==> src/rtl/seg_pkg.sv <==
package seg_pkg;
    typedef enum logic [0:0] {
        ST_IDLE   = 1'b0,
        ST_LOOKUP = 1'b1
    } gen_state_t;

    localparam int REAL_SHIFT = 4;
    localparam int TI_BIT     = 2;
    localparam int IDX_LSB    = 3;
endpackage

==> src/rtl/seg_regfile.sv <==
module seg_regfile #(
    parameter int SEL_W    = 16,
    parameter int NUM_SREG = 4,
    localparam int IDX_W   = $clog2(NUM_SREG)
) (
    input  logic             clk,
    input  logic             rst_n,
    input  logic             we,
    input  logic [IDX_W-1:0] widx,
    input  logic [SEL_W-1:0] wdata,
    input  logic [IDX_W-1:0] ridx,
    output logic [SEL_W-1:0] rdata
);
    logic [SEL_W-1:0] regs [NUM_SREG];

    for (genvar g = 0; g < NUM_SREG; g++) begin : g_reg
        always_ff @(posedge clk) begin
            if (!rst_n)
                regs[g] <= '0;
            else if (we && widx == IDX_W'(g))
                regs[g] <= wdata;
        end
    end

    assign rdata = regs[ridx];
endmodule

==> src/rtl/desc_table.sv <==
module desc_table #(
    parameter int BASE_W  = 32,
    parameter int ENTRIES = 16,
    localparam int IDX_W  = $clog2(ENTRIES)
) (
    input  logic              clk,
    input  logic              we,
    input  logic              wlocal,
    input  logic [IDX_W-1:0]  widx,
    input  logic [BASE_W-1:0] wdata,
    input  logic              re,
    input  logic              rlocal,
    input  logic [IDX_W-1:0]  ridx,
    output logic [BASE_W-1:0] rdata
);
    logic [BASE_W-1:0] mem [2*ENTRIES];

    always_ff @(posedge clk) begin
        if (we)
            mem[{wlocal, widx}] <= wdata;
        if (re)
            rdata <= mem[{rlocal, ridx}];
    end
endmodule

==> src/rtl/seg_addr_gen.sv <==
module seg_addr_gen
    import seg_pkg::*;
#(
    parameter int SEL_W        = 16,
    parameter int ADDR_W       = 32,
    parameter int NUM_SREG     = 4,
    parameter int DESC_ENTRIES = 16,
    localparam int SREG_IDX_W  = $clog2(NUM_SREG),
    localparam int DIDX_W      = $clog2(DESC_ENTRIES),
    localparam int REAL_W      = SEL_W + REAL_SHIFT
) (
    input  logic                  clk,
    input  logic                  rst_n,
    input  logic                  req,
    input  logic                  sel_explicit,
    input  logic [SEL_W-1:0]      sel_value,
    input  logic [SREG_IDX_W-1:0] seg_sel,
    input  logic [ADDR_W-1:0]     offset,
    input  logic                  prot_mode,
    input  logic                  paging_en,
    input  logic                  sreg_we,
    input  logic [SREG_IDX_W-1:0] sreg_idx,
    input  logic [SEL_W-1:0]      sreg_wdata,
    input  logic                  desc_we,
    input  logic                  desc_local,
    input  logic [DIDX_W-1:0]     desc_idx,
    input  logic [ADDR_W-1:0]     desc_wdata,
    output logic                  done,
    output logic [ADDR_W-1:0]     phys_addr,
    output logic                  xlat_req,
    output logic [ADDR_W-1:0]     xlat_addr
);
    gen_state_t        state, state_nx;
    logic [SEL_W-1:0]  sreg_val, sel_cur;
    logic [REAL_W-1:0] real_sum;
    logic [ADDR_W-1:0] desc_base, off_q, prot_sum;
    logic              pg_q, accept;

    seg_regfile #(.SEL_W(SEL_W), .NUM_SREG(NUM_SREG)) u_sregs (
        .clk(clk), .rst_n(rst_n), .we(sreg_we), .widx(sreg_idx),
        .wdata(sreg_wdata), .ridx(seg_sel), .rdata(sreg_val)
    );

    assign sel_cur = sel_explicit ? sel_value : sreg_val;
    assign accept  = req && (state == ST_IDLE);

    // real mode: shift-and-add, wraps within REAL_W bits
    assign real_sum = {sel_cur, {REAL_SHIFT{1'b0}}} + REAL_W'(offset[SEL_W-1:0]);

    desc_table #(.BASE_W(ADDR_W), .ENTRIES(DESC_ENTRIES)) u_desc (
        .clk(clk), .we(desc_we), .wlocal(desc_local), .widx(desc_idx),
        .wdata(desc_wdata), .re(accept && prot_mode),
        .rlocal(sel_cur[TI_BIT]), .ridx(sel_cur[IDX_LSB +: DIDX_W]),
        .rdata(desc_base)
    );

    assign prot_sum = desc_base + off_q;

    always_ff @(posedge clk) begin
        if (!rst_n) begin
            off_q <= '0;
            pg_q  <= 1'b0;
        end else if (accept && prot_mode) begin
            off_q <= offset;
            pg_q  <= paging_en;
        end
    end

    always_comb begin
        state_nx = state;
        unique case (state)
            ST_IDLE:   if (accept && prot_mode) state_nx = ST_LOOKUP;
            ST_LOOKUP: state_nx = ST_IDLE;
        endcase
    end

    always_ff @(posedge clk) begin
        if (!rst_n) state <= ST_IDLE;
        else        state <= state_nx;
    end

    always_ff @(posedge clk) begin
        if (!rst_n) begin
            done      <= 1'b0;
            xlat_req  <= 1'b0;
            phys_addr <= '0;
            xlat_addr <= '0;
        end else begin
            done     <= 1'b0;
            xlat_req <= 1'b0;
            unique case (state)
                ST_IDLE: if (accept && !prot_mode) begin
                    done      <= 1'b1;
                    phys_addr <= ADDR_W'(real_sum);
                end
                ST_LOOKUP: if (pg_q) begin
                    xlat_req  <= 1'b1;
                    xlat_addr <= prot_sum;
                end else begin
                    done      <= 1'b1;
                    phys_addr <= prot_sum;
                end
            endcase
        end
    end

    assert_real_lat_R3: assert property (@(posedge clk) disable iff (!rst_n)
        (accept && !prot_mode) |=> (done && phys_addr[ADDR_W-1:REAL_W] == '0));
    assert_prot_lat_R6: assert property (@(posedge clk) disable iff (!rst_n)
        (accept && prot_mode) |=> (!done && !xlat_req));
    assert_page_hold_R7: assert property (@(posedge clk) disable iff (!rst_n)
        (state == ST_LOOKUP && pg_q) |=> (xlat_req && !done && $stable(phys_addr)));
    assert_lookup_once_R8: assert property (@(posedge clk) disable iff (!rst_n)
        (state == ST_LOOKUP) |=> (state == ST_IDLE));
    assert_excl_R9: assert property (@(posedge clk) disable iff (!rst_n)
        !(done && xlat_req));
endmodule

==> config.mk <==
export PLATFORM = sky130hd
export DESIGN_NAME = seg_addr_gen
export DESIGN_NICKNAME = d
export VERILOG_FILES = /design/src/rtl/seg_pkg.sv /design/src/rtl/seg_regfile.sv /design/src/rtl/desc_table.sv /design/src/rtl/seg_addr_gen.sv
export SDC_FILE = /design/constraint.sdc
export NUM_CORES = 2
export LEC_CHECK = 0
export ABC_AREA = 1
export BUFFER_PORTS_ARGS = -buffer_cell sky130_fd_sc_hd__buf_2
export CORE_UTILIZATION = 25
export DETAILED_ROUTE_END_ITERATION = 10
export HOLD_SLACK_MARGIN = 0.06
export PLACE_DENSITY_LB_ADDON = 0.25
export SETUP_SLACK_MARGIN = 0.4
export SYNTH_ARGS = -nofsm -noshare
export SYNTH_HDL_FRONTEND = slang
export SYNTH_SLANG_ARGS = --single-unit
==> constraint.sdc <==
create_clock -name clk -period 3.6 [get_ports clk]
set_clock_uncertainty 0.05 [all_clocks]
set_input_delay 0.18 -clock clk [delete_from_list [all_inputs] [get_ports clk]]
set_output_delay 0.18 -clock clk [all_outputs]
set_load 0.01 [all_outputs]
# Yosys cells after proc, flatten, opt, wreduce, memory -nomap -nowiden
# Memories as Yosys holds them, arrays and structs flattened. A register that Yosys moved wholly into a read port is not among the register bits.
# Cells that the tools add are included.
[totals] wordCells=62 n_memories=2 reg_bits=100 output_inout_bits=66 mem_bits_rw=1088 input_bits=113
[mem_list] memory="u_desc.mem" depth=32 word_bits=32 rd=1 rd_ports_with_merged_regs=1 wr=1 line_no="desc_table.sv:16" source="logic [BASE_W-1:0] mem [2*ENTRIES];"
[mem_list] memory="u_sregs.regs" depth=4 word_bits=16 rd=1 rd_ports_with_merged_regs=0 wr=4 line_no="seg_regfile.sv:14" source="logic [SEL_W-1:0] regs [NUM_SREG];"
[classes] n_bitwise=5 n_mux=29 n_eq_ne=5 reduce_logical=12 n_addsub=2
[op_table] operator="$mux 16" n=5
[op_table] operator="$mux 32" n=2
[op_table] operator="$pmux 32 s2" n=1
[op_table] operator="$add 32x32->32" n=1
[op_table] operator="$add 20x16->20" n=1
[op_table] operator="$mux 1" n=19
[op_table] operator="$logic_and 1x1->1" n=7
[op_table] operator="$reduce_and 2->1" n=3
[op_table] operator="$eq 2x2->1 const B" n=2
[op_table] operator="$or 1x1->1" n=4
[op_table] operator="$pmux 1 s2" n=2
[op_table] operator="$eq 2x1->1 const B" n=1
[op_table] operator="$logic_not 2->1" n=1
[op_table] operator="$ne 2x1->1 const B" n=1
[op_table] operator="$ne 2x2->1 const B" n=1
[op_table] operator="$logic_not 1->1" n=1
[op_table] operator="$not 1->1" n=1

# Depth between registers and ports, before layout
[depth] ltp_word=6 ltp_mapped=21 mapped_depth_nobuf=19

# Cells and area by module
# Synthesis repeated with hierarchy kept, for this count alone.
[hier_totals] hier_cells=5100 area_unflattened_um2=52997.1
[modules_own_cells] module="desc_table" seq_area_each_um2=31710.4 cells_per_inst=3536 instances=1 area_per_inst_um2=42726.0
[modules_own_cells] module="seg_addr_gen" seq_area_each_um2=2001.9 cells_per_inst=1211 instances=1 area_per_inst_um2=7116.8
[modules_own_cells] module="seg_regfile" seq_area_each_um2=1921.8 cells_per_inst=353 instances=1 area_per_inst_um2=3154.3

# Worst setup path before layout
# OpenSTA, ideal clock, no wires.
[synth_timing] kind="input to register" start="in seg_sel[0]" end="reg phys_addr[16]" arrival_ns=2.625 required_ns=3.441 path_slack_ns=0.817 path_stages=18 n_path_buf=3 setup_ns=0.109 cell_sequence="buf_4 -> buf_2 -> buf_1 -> nor2_1 -> nor2_1 -> o21ai_0 -> a31oi_1 -> ha_1 -> inv_1 -> fa_1 -> o21ai_0 -> nand3_1 -> nand3_1 -> a21oi_1 -> o21ai_0 -> nand3_1 -> nand2_1 -> inv_1"
[synth_between] elab_chain_len=5
[synth_lines] item="start, declared" line_no="seg_addr_gen.sv:17" source="input logic [SREG_IDX_W-1:0] seg_sel,"
[synth_lines] item="$mem_v2 4x16"
[synth_lines] item="$mux 16" line_no="seg_addr_gen.sv:44" source="assign sel_cur = sel_explicit ? sel_value : sreg_val;"
[synth_lines] item="$add 20x16->20" line_no="seg_addr_gen.sv:48" source="assign real_sum = {sel_cur, {REAL_SHIFT{1'b0}}} + REAL_W'(offset[SEL_W-1:0]);"
[synth_lines] item="$mux 32" line_no="seg_addr_gen.sv:92" source="ST_IDLE: if (accept && !prot_mode) begin"
[synth_lines] item="$pmux 32 s2" line_no="seg_addr_gen.sv:91" source="unique case (state)"
[synth_lines] item="end signal, assigned" line_no="seg_addr_gen.sv:94" source="phys_addr <= ADDR_W'(real_sum);"
[synth_lines] item="end signal, assigned" line_no="seg_addr_gen.sv:101" source="phys_addr <= prot_sum;"
[synth_lines] item="end, declared" line_no="seg_addr_gen.sv:29" source="output logic [ADDR_W-1:0] phys_addr,"
# Every way passes these cells. The select of a mux whose other input is x is not followed.
# A chain may end at the register's enable or synchronous reset.

# Worst setup path in the final report
[layout_timing] start="reg state" end="reg off_q[5]"
[layout_between] elab_chain_len=3
[layout_lines] item="start, declared" line_no="seg_addr_gen.sv:33" source="gen_state_t state, state_nx;"
[layout_lines] item="start signal, assigned" line_no="seg_addr_gen.sv:79" source="else state <= state_nx;"
[layout_lines] item="$not 1->1"
[layout_lines] item="$logic_and 1x1->1" line_no="seg_addr_gen.sv:45" source="assign accept = req && (state == ST_IDLE);"
[layout_lines] item="$logic_and 1x1->1" line_no="seg_addr_gen.sv:63" source="end else if (accept && prot_mode) begin"
[layout_lines] item="end signal, assigned" line_no="seg_addr_gen.sv:64" source="off_q <= offset;"
[layout_lines] item="end, declared" line_no="seg_addr_gen.sv:36" source="logic [ADDR_W-1:0] desc_base, off_q, prot_sum;"
# Every way passes these cells.

==> out/results.txt <==
Entering global routing, the biggest net connects 117 pins. The tool flagged a number of max-cap violations equal to 0. The growth of design area from synthesis to finish works out to 19.2%. The final layout contains 6036 nets. Counting I/O delays and the setup requirement, the final critical path takes 3.02 ns.

In this run the static leakage power is 27.4 nW. Timing would allow up to 0.331 GHz. Mean area per synthesized cell: 9.93 um2.

Routability-driven placement finished with a final weighted congestion of 0.837. The first global-routing pass estimated 275 mm of wire. Setup violations remaining at the end of the flow were counted as 0. The run gives 0.317 as the relative slew slack. Slowest cell on the critical path: sky130_fd_sc_hd__buf_4.

During synthesis, Yosys emitted a total of 0 warnings. In this run the worst hold path is classified as in2reg. The signal on the critical path passes through nor3_4 > buf_4 > buf_4 > o21ai_0 > a21oi_1 > dlygate4sd3_1. The share of the synthesized area in the top cell type was 0.604; the critical path data arrival time was 3.69 ns. After synthesis, the netlist uses 41 different library cells. The number of iterations in the first detailed-routing pass is 5. The worst hold path begins at sel_value[0].

The worst hold path depth is 6. For the total global routing overflow, the log shows 0. Fill cells in the final layout number 22800. The count of buffers from port buffering was 178.

Clock-pin transition on the worst setup and hold timing paths: 0.06 ns. For the number of pins with negative max-slew slack in the final report, the log shows 0. The depth of the worst register-to-register path works out to 6.

Leaving out fill and tap cells, the most frequent cell in the layout is sky130_fd_sc_hd__nand3_1. The floorplan row count is 172. Sorting the synthesized cells by area gives the leading types as sky130_fd_sc_hd__edfxtp_1 60%, sky130_fd_sc_hd__nand3_1 11%, sky130_fd_sc_hd__nand2_1 6.9%, sky130_fd_sc_hd__inv_1 6.5%, sky130_fd_sc_hd__dfxtp_1 3.6%. In this run the post-CTS setup repair buffer count came out at 0.

The die covers 0.225 mm2. In this run the cell area of the synthesized design comes to 0.0557 mm2. The ratio of routed vias to standard cells is 4.57, and the remaining antenna violation count is 0.

In the synthesized netlist the dominant register cell turns out to be sky130_fd_sc_hd__edfxtp_1. Average detailed-routed wire length per instance: 21.2 um. For the initial detailed-routing violation count, the log shows 3693. Adding up every negative setup slack in the final design gives 0 ns. The logs give 40900 for the detailed-route via count and 499 uV for the peak supply drop. The width of the die works out to 474 um. For the H-tree depth, the log shows 4. The post-route clock period utilization was 0.838. At the pin with the least slew margin, the transition time is 1.02 ns. Final cell count without fillers: 8957. The worst hold path terminates at phys_addr[4]$_SDFFE_PN0P_.

The number of flip-flops and latches in the synthesized netlist was 1220; the starting density of the core was 0.253. The logs give 0.639 for the sequential cell area fraction in the yosys report and 0.58 ns for the minimum setup slack among reg-to-reg paths. The region available for standard cell placement spans 0.221 mm2.

The async set-or-reset flop fraction in the synthesized netlist is 0, and the number of placed I/O pins is 179. The number of antenna violations at the first check in global routing was 15; the maximum root-to-sink buffer count was 3. The buffer cell driving the clock tree root was sky130_fd_sc_hd__clkbuf_16. TritonCTS built the clock tree.

After technology mapping, the gate count stands at 5609. Counting stages on the worst path, the most repeated cell is sky130_fd_sc_hd__buf_4. STA puts the critical path data required time at 4.28 ns.

The die span in y is 474 um. Counting every net in the synthesized netlist gives 5767. The worst register-to-register path ends at off_q[5]$_SDFFE_PN0P_. The tools report the total wire length as 190 mm.

The run finished with clean final reports. The number of buffers created by CTS came out at 143. The worst setup path is of the reg2reg kind. For the number of endpoints with negative hold slack in the final report, the log shows 0. The number of sinks handled by clock tree synthesis is 1220, and the power density over cell area is 515 mW/mm2.

The run gives 39300 as the number of global-route vias before repair. Dominant cell type by area after synthesis: sky130_fd_sc_hd__edfxtp_1. The later pin in the worst-skew pair is clocked with a latency of 0.80 ns. The largest stage delay on the critical path was 0.65 ns. In the layout the commonest cells are 1207 x sky130_fd_sc_hd__nand3_1, 1120 x sky130_fd_sc_hd__edfxtp_1, 1024 x sky130_fd_sc_hd__nand2_1. Yosys mapped a number of flops with a built-in enable equal to 1120. Element type at the critical path start: a flop. The maximum net fanout on the critical path was 35; the residual DRC count was 0.

The startpoint of the worst register-to-register path is state$_SDFF_PP0_. Share of final-layout standard cells stronger than drive strength 1: 0.0946. The number of cells in the design after placement was 8570. The type of element capturing the critical path is a flop. Setup repair after global routing left no endpoint under its margin.

The all-layer global routing usage is 0.167, and the total half-perimeter wirelength after legalization and detailed placement is 108 mm.
## per-stage QoR
step	util	hold slack (ns)	worst slack (ns)	power (mW)	instance area (um2)
after global placement	0.275	0.362	0.416	20.1	60600
after global routing	0.301	0.150	0.452	35.5	66400
final	0.301	0.155	0.583	34.2	66400
after CTS	0.301	0.0948	0.630	34.6	66400
after floorplan	-	0.229	0.817	18.5	55700
after detailed placement	0.275	0.369	0.358	20.1	60600
## routing by layer
| layer | part of all wire | global-route usage | vias to the layer above | routed length, um |
|---|---|---|---|---|
| met4 | 0.027 | 0.0505 | 4 | 5160 |
| met3 | 0.062 | 0.0301 | 282 | 11700 |
| li1 | - | - | 19200 | - |
| met1 | 0.46 | 0.230 | 20200 | 86700 |
| met5 | 0.00013 | 0 | - | 25 |
| met2 | 0.45 | 0.265 | 1255 | 86400 |
## layout make-up
class | count | area, um2 | share of cell area
Sequential cell | 1220 | 35600 | 0.537
Clock buffer | 184 | 3770 | 0.0568
Multi-Input combinational cell | 3107 | 15300 | 0.230
Antenna cell | 5 | 12.5 | 0.000188
Inverter | 968 | 3650 | 0.0549
Timing Repair Buffer | 438 | 3570 | 0.0538
Tap cell | 2958 | 3700 | 0.0557
Clock inverter | 77 | 774 | 0.0117
## state kept, by name (all words and copies together), names as in the netlist
| signal | cells |
|---|---|
| off_q | 32 |
| xlat_req | 1 |
| u_sregs.regs | 64 |
| phys_addr | 32 |
| u_desc.rdata | 32 |
| pg_q | 1 |
| done | 1 |
| xlat_addr | 32 |
| state | 1 |
| u_desc.mem | 1024 |
## cells in the mapped netlist, types with 4 or more instances
master                     instances
sky130_fd_sc_hd__inv_2             4
sky130_fd_sc_hd__nor2_1          325
sky130_fd_sc_hd__or2_2             7
sky130_fd_sc_hd__buf_4             9
sky130_fd_sc_hd__buf_2           190
sky130_fd_sc_hd__a21oi_1          64
sky130_fd_sc_hd__o211ai_1          4
sky130_fd_sc_hd__nand2_1        1026
sky130_fd_sc_hd__ha_1             43
sky130_fd_sc_hd__nand3_1        1207
sky130_fd_sc_hd__o21bai_1          5
sky130_fd_sc_hd__o21ai_0         117
sky130_fd_sc_hd__xor2_1           12
sky130_fd_sc_hd__nor3_1           10
sky130_fd_sc_hd__xnor2_1           5
sky130_fd_sc_hd__clkbuf_1         96
sky130_fd_sc_hd__buf_6             5
sky130_fd_sc_hd__nand3b_1        227
sky130_fd_sc_hd__dfxtp_1         100
sky130_fd_sc_hd__edfxtp_1       1120
sky130_fd_sc_hd__buf_1            14
sky130_fd_sc_hd__nand4_1          10
sky130_fd_sc_hd__inv_1           964
sky130_fd_sc_hd__a31oi_1          17
## critical path: cells and delay by family (launching register included)
family | cells | cell delay [ns]
flip-flops | 1 | 0.52
buffers and inverters | 3 | 1.75
AO/OA/AOI/OAI | 2 | 0.30
AND/OR/NAND/NOR | 1 | 0.29
## worst max-delay path by stage
stage	from	end	cells past startpoint
final	state$_SDFF_PP0_	off_q[5]$_SDFFE_PN0P_	6
after global routing	state$_SDFF_PP0_	off_q[5]$_SDFFE_PN0P_	6
after CTS	state$_SDFF_PP0_	off_q[5]$_SDFFE_PN0P_	6
after detailed placement	seg_sel[0]	phys_addr[16]$_SDFFE_PN0P_	15
after global placement	seg_sel[0]	phys_addr[16]$_SDFFE_PN0P_	15
after floorplan	seg_sel[0]	phys_addr[16]$_SDFFE_PN0P_	18
## timing repair
action	CTS	global route
hold buffers	121	0
hold endpoints to repair	1147	0
gates resized for setup	0	1
setup endpoints to repair	0	1
## power by group
| group | internal, mW | switching, mW |
|---|---|---|
| combinational | 1.19 | 2.82 |
| sequential | 15.8 | 0.171 |
| clock | 8.13 | 6.11 |
| total | 25.1 | 9.11 |
## cells by family after synthesis
| kind of cell | Yosys count | share of synthesized area |
|---|---|---|
| fa+ha+maj | 45 | 0.0104 |
| xor+xnor | 17 | 0.00267 |
| simple gates | 2820 | 0.234 |
| buf+inv | 1282 | 0.0919 |
| flops | 1220 | 0.639 |
| compound gates | 225 | 0.0217 |
(Power assumes the default switching activity.)
